`config.mk`:
```
export PLATFORM = sky130hd
export DESIGN_NAME = udma_wr_burst_tx
export DESIGN_NICKNAME = d
export VERILOG_FILES = /design/src/rtl/udma_tx_pkg.sv /design/src/rtl/udma_tx_sync.sv /design/src/rtl/udma_tx_pacer.sv /design/src/rtl/udma_tx_wordreg.sv /design/src/rtl/udma_wr_burst_tx.sv
export SDC_FILE = /design/constraint.sdc
export NUM_CORES = 1
export LEC_CHECK = 0
export BUFFER_PORTS_ARGS = -buffer_cell sky130_fd_sc_hd__buf_2
export CAP_MARGIN = 20
export CORE_UTILIZATION = 52
export CTS_CLUSTER_SIZE = 14
export DETAILED_ROUTE_END_ITERATION = 16
export GPL_ROUTABILITY_DRIVEN = 0
export PLACE_DENSITY_LB_ADDON = 0.1
export SLEW_MARGIN = 25
export SYNTH_ARGS = -nofsm -noshare
export SYNTH_HDL_FRONTEND = slang
export SYNTH_SLANG_ARGS = --single-unit
export TNS_END_PERCENT = 5
```
`constraint.sdc`:
```
create_clock -name clk -period 2.7 [get_ports clk]
set_input_delay 0.405 -clock clk [delete_from_list [all_inputs] [get_ports clk]]
set_output_delay 0.405 -clock clk [all_outputs]
set_load 0.05 [all_outputs]
```
`src/rtl/udma_tx_pkg.sv`:
```
package udma_tx_pkg;
  function automatic int max2(input int a, input int b);
    return (a > b) ? a : b;
  endfunction
endpackage

```
`src/rtl/udma_tx_sync.sv`:
```
module udma_tx_sync #(
  parameter int       STAGES  = 2,
  parameter bit       RST_VAL = 1'b1
) (
  input  logic clk,
  input  logic rst,
  input  logic d,
  output logic q
);
  logic [STAGES-1:0] sh;

  always_ff @(posedge clk) begin
    if (rst) begin
      sh <= {STAGES{RST_VAL}};
    end else begin
      sh[0] <= d;
      for (int i = 1; i < STAGES; i++) sh[i] <= sh[i-1];
    end
  end

  assign q = sh[STAGES-1];
endmodule

```
`src/rtl/udma_tx_pacer.sv`:
```
module udma_tx_pacer
  import udma_tx_pkg::*;
#(
  parameter int T_CYC  = 3,
  parameter int T_2CYC = 8,
  parameter int T_DVH  = 1,
  parameter int T_SU   = 1
) (
  input  logic clk,
  input  logic rst,
  input  logic fire,
  input  logic load,
  output logic space_ok,
  output logic hold_ok,
  output logic setup_ok
);
  localparam int SAT    = max2(max2(T_CYC, T_2CYC), max2(T_DVH, 1));
  localparam int GW     = $clog2(SAT + 1);
  localparam int SU_SAT = max2(T_SU, 1);
  localparam int SW     = $clog2(SU_SAT + 1);

  localparam logic [GW-1:0] G_MAX  = GW'(SAT);
  localparam logic [GW-1:0] G_CYC  = GW'(T_CYC);
  localparam logic [GW-1:0] G_DVH  = GW'(T_DVH);
  localparam logic [GW:0]   G_2CYC = (GW+1)'(T_2CYC);
  localparam logic [SW-1:0] S_MAX  = SW'(SU_SAT);
  localparam logic [SW-1:0] S_SU   = SW'(T_SU);

  logic [GW-1:0] gap_now;
  logic [GW-1:0] gap_prev;
  logic [SW-1:0] su_cnt;

  always_ff @(posedge clk) begin
    if (rst) begin
      gap_now  <= G_MAX;
      gap_prev <= G_MAX;
      su_cnt   <= '0;
    end else begin
      if (fire) begin
        gap_prev <= gap_now;
        gap_now  <= GW'(1);
      end else if (gap_now != G_MAX) begin
        gap_now <= gap_now + 1'b1;
      end
      if (load) su_cnt <= SW'(1);
      else if (su_cnt != S_MAX) su_cnt <= su_cnt + 1'b1;
    end
  end

  always_comb begin
    space_ok = (gap_now >= G_CYC) &&
               (({1'b0, gap_now} + {1'b0, gap_prev}) >= G_2CYC);
    hold_ok  = (gap_now >= G_DVH);
    setup_ok = (su_cnt >= S_SU);
  end
endmodule

```
`src/rtl/udma_tx_wordreg.sv`:
```
module udma_tx_wordreg #(
  parameter int DW = 16
) (
  input  logic          clk,
  input  logic          rst,
  input  logic          load,
  input  logic          fire,
  input  logic [DW-1:0] din,
  output logic [DW-1:0] dout,
  output logic          full
);
  always_ff @(posedge clk) begin
    if (rst) begin
      dout <= '0;
      full <= 1'b0;
    end else if (load) begin
      dout <= din;
      full <= 1'b1;
    end else if (fire) begin
      full <= 1'b0;
    end
  end
endmodule

```
`src/rtl/udma_wr_burst_tx.sv`:
```
module udma_wr_burst_tx #(
  parameter int DW          = 16,
  parameter int CNT_W       = 16,
  parameter int T_CYC       = 3,
  parameter int T_2CYC      = 8,
  parameter int T_DVH       = 1,
  parameter int T_SU        = 1,
  parameter int SYNC_STAGES = 2
) (
  input  logic             clk,
  input  logic             rst,
  input  logic             s_valid,
  input  logic [DW-1:0]    s_data,
  output logic             s_ready,
  input  logic             pause_req,
  input  logic             dmardy_n,
  output logic [DW-1:0]    dd,
  output logic             hstrobe,
  output logic [CNT_W-1:0] words_sent
);
  logic rdy_n_sync, dev_rdy;
  logic space_ok, hold_ok, setup_ok;
  logic full, load, fire, host_hold;

  udma_tx_sync #(.STAGES(SYNC_STAGES), .RST_VAL(1'b1)) u_sync (
    .clk (clk), .rst (rst), .d (dmardy_n), .q (rdy_n_sync)
  );

  udma_tx_pacer #(.T_CYC(T_CYC), .T_2CYC(T_2CYC), .T_DVH(T_DVH), .T_SU(T_SU)) u_pacer (
    .clk (clk), .rst (rst), .fire (fire), .load (load),
    .space_ok (space_ok), .hold_ok (hold_ok), .setup_ok (setup_ok)
  );

  udma_tx_wordreg #(.DW(DW)) u_word (
    .clk (clk), .rst (rst), .load (load), .fire (fire),
    .din (s_data), .dout (dd), .full (full)
  );

  always_comb begin
    dev_rdy   = ~rdy_n_sync;
    host_hold = pause_req && (words_sent != '0);
    s_ready   = ~full && hold_ok;
    load      = s_valid && s_ready;
    fire      = full && setup_ok && space_ok && dev_rdy && ~host_hold;
  end

  always_ff @(posedge clk) begin
    if (rst) begin
      hstrobe    <= 1'b0;
      words_sent <= '0;
    end else if (fire) begin
      hstrobe <= ~hstrobe;
      if (words_sent != '1) words_sent <= words_sent + 1'b1;
    end
  end
endmodule

```
==> summary.md <==
| Metric | Value |
|---|---|
| Outcome | `finished clean` |
| Register area | `901 sq um` |
| Crit. End Element | `flip-flop` |
| Worst-Margin Slew | `576 ps` |
| Critical path peak fanout | `19` |
| Pleak | `0.00110 uW` |
| Number of I/O pins | `55` |
| # diodes | `0` |
| Final Hold Fails | `0` |
| First-pass GRT wire length | `7890 microns` |
| RSZ-0062 raised after global routing | `no` |
| Post-Synthesis Net Count | `roughly 290` |
| DR pass1 iterations | `4` |
| Worst endpoint required time | `2900 ps` |
| CTS tree | `built` |
| # port buffers | `54` |
| Pwr/cell area | `roughly 560 mW/mm^2` |
| Clk pwr share | `a little over a third` |
| Crit path launch type | `flip-flop` |
| DRC Markers | `0` |
| Total gr overflow | `0` |
| Total GRT Usage | `23.7%` |
| FF-to-FF Start | `u_pacer.gap_now[0]$_SDFFE_PP0P_` |
| Fill cell count | `376` |
| WL final | `4920 microns` |
| Number of setup buffers added after CTS | `0` |
| Row cnt | `23` |
| Antenna Nets Post-Route | `0` |
| Largest net degree at the start of global routing | `35` |
| Post-cts resize count | `0` |
| Flop pwr share | `about half` |
| Layout Cells excl Fill | `356` |
| Clk sinks | `45` |
| Sw Ratio | `28.5%` |
| Cts hold-fix bufs | `0` |
| Core area | `0.00403 sq mm` |
| Final WS setup | `298 ps` |
| Period utilization | `89.0%` |
| Clock Tree Root | `clkbuf_8` |
| #FFs+latches synth | `45` |
| Reg-to-reg slack, setup | `slightly below 300 ps` |
| Mapped Avg Cell Area | `8.59 sq um` |
| Post-Place Cell Area | `0.00248 sq mm` |
| Mapped cell area | `approximately 0.0022 sq mm` |
| Sequential share of the synthesized area | `roughly 41%` |
| CTS Buf Count | `5` |
| Placed cell count | `about 350` |
| Number of distinct library cells after synthesis | `between 40 and 50` |
| Die ar. | `0.00448 sq mm` |
| Vias in the first global route | `1735` |
| Setup TNS | `0 ps` |
| IR drop worst, VDD | `365 uV` |
| Worst-skew pair later-pin latency | `roughly 300 ps` |
| Worst Setup SP | `u_pacer.gap_now[0]$_SDFFE_PP0P_` |
| Worst hold start | `dmardy_n` |
| Layout area overhead | `18.4%` |
| CTS clk-pin slew, worst paths | `90 ps` |
| Worst clock skew | `4.31 ps` |
| Final setup fails | `0` |
| Layout cells sized above 1 | `26.5%` |
| Worst slew margin | `61.5%` |
| Critical path class | `flip-flop to flip-flop` |
| Hold path depth | `2` |
| Detail Placement HPWL | `3350 microns` |
| Routed len/inst | `13.8 microns` |
| Multi-input combinational cell area | `~0.0012 sq mm` |
| Min-Delay Path Class | `input pin to flip-flop` |
| Routed vias | `1962` |
| Max_cap viols | `0` |
| Most common cell after layout, fill and taps aside | `buf_2` |
| Initial antenna violation count | `0` |
| Syn Inst Count | `about 260` |
| Fin area | `0.00259 sq mm` |
| Die Ht | `66.9 microns` |
| Sw Pwr | `approximately 410 uW` |
| Combinational Power Share | `between 10% and 20%` |
| Fmax | `about 0.42 GHz` |
| CTS max path bufs | `2` |
| Die width | `66.9 microns` |
| Vias per cell | `around 5.5` |
| Starting Density | `54.4%` |
| 1st-iter DRT viols | `118` |
| Reg2reg path depth | `8` |
| Yosys warns | `0` |
| Pre-CTS WS | `352 ps` |
| Critical path arrival | `2600 ps` |
| End-of-flow core utilization | `64.4%` |
| Max-slew violations | `0` |
| Final #Nets | `336` |
| Tmin final | `approximately 2400 ps` |
| Most frequent cells in the layout | `54 x buf_2, 46 x nand2_1, 45 x dfxtp_1` |
| H-tree Lvls | `2` |
| Int Pwr | `1040 uW` |
## power by group through the flow
stage / Sequential [uW] / Clock (uW) / Combinational, uW
CTS: 710 / 528 / 227
floorplan: 778 / 0 / 110
detailed placement: 724 / 0 / 221
global route: 714 / 553 / 247
global placement: 723 / 0 / 218
finish: 710 / 517 / 225
## per-layer routing
layer  global-route usage [%]  share of wire, %
met1                     29.3                45
met2                     38.8                49
met3                     5.82               3.7
met4                     9.84               1.8
met5                        0                 0
## worst max-delay path, stage by stage (launching register included)
cell and delay (ps):
dfxtp_1 430, ha_1 200, inv_1 60, fa_1 350, nor4bb_1 140, nand3_1 150
nand3_4 220, nor4b_1 370, mux2_2 370
## registers in the layout, summed over array words and instances, names as in the netlist
register          cells
u_pacer.su_cnt        1
u_pacer.gap_prev      4
u_pacer.gap_now       4
u_sync.sh             2
hstrobe               1
u_word.full           1
words_sent           16
u_word.dout          16
## cell type report
| cell class | instances | area share, % |
|---|---|---|
| inverter | 9 | 1.30 |
| clock buffer | 6 | 2.80 |
| tap | 50 | 2.41 |
| clock inverter | 2 | 1.49 |
| multi-input combinational | 187 | 46.0 |
| timing repair buffer | 57 | 11.3 |
| sequential | 45 | 34.7 |
## synth_stat cells
cell       n  area, sq um
o41ai_1    6         52.6
inv_1      9         33.8
nor3_4     1         16.3
nand2_1   46          173
o21ai_0    2         10.0
and4_1     1         8.76
buf_2      5         25.0
and3_1     2         12.5
mux2_2     6         67.6
xor2_1     1         8.76
a41o_2     1         11.3
nor3_1     4         20.0
or4_1      7         52.6
nor4_1     5         31.3
nor4bb_1   1         10.0
nand3_1    9         45.0
mux2i_1    4         40.0
or2_2      5         31.3
ha_1       9          113
a21oi_1   25          125
nand3_4    1         17.5
nor4b_1    3         26.3
fa_1       1         20.0
buf_4      1         7.51
a21o_1     1         7.51
xnor2_1    1         8.76
o211ai_1   2         15.0
dfxtp_1   45          901
clkbuf_1   8         30.0
o21a_1     1         7.51
nor3b_1    1         7.51
nand2_2    2         12.5
nor2b_1    6         37.5
nor2_4     1         11.3
a31oi_1    1         6.26
and2_1     3         18.8
nor2_1    12         45.0
o31ai_1    7         52.6
a2111o_1   1         11.3
o311ai_0   4         35.0
nand4_1    4         25.0
## kinds of logic (layout without fill, tap and decap cells)
family / Yosys count / count (layout) / synth area share, %
simple gates: 114 / 114 / 27.5
compound gates: 51 / 51 / 15.2
flops: 45 / 45 / 41.1
buf+inv: 23 / 74 / 4.40
fa+ha+maj: 10 / 10 / 6.05
mux: 10 / 10 / 4.91
xor+xnor: 2 / 2 / 0.800
## per-stage QoR
stage          hold slack (ps)  total power (uW)
5_1_grt                    263              1510
6_report                   275              1450
4_1_cts                    267              1460
2_1_floorplan              389               888
3_5_place_dp               400               945
3_3_place_gp               391               941
## worst paths after layout
path / end
max: words_sent[10]$_SDFFE_PP0P_
min reg2reg: u_sync.sh[1]$_SDFF_PP1_
max reg2reg: words_sent[10]$_SDFFE_PP0P_
min: u_sync.sh[0]$_SDFF_PP1_
Note: power is estimated with default switching activity, not from simulation.
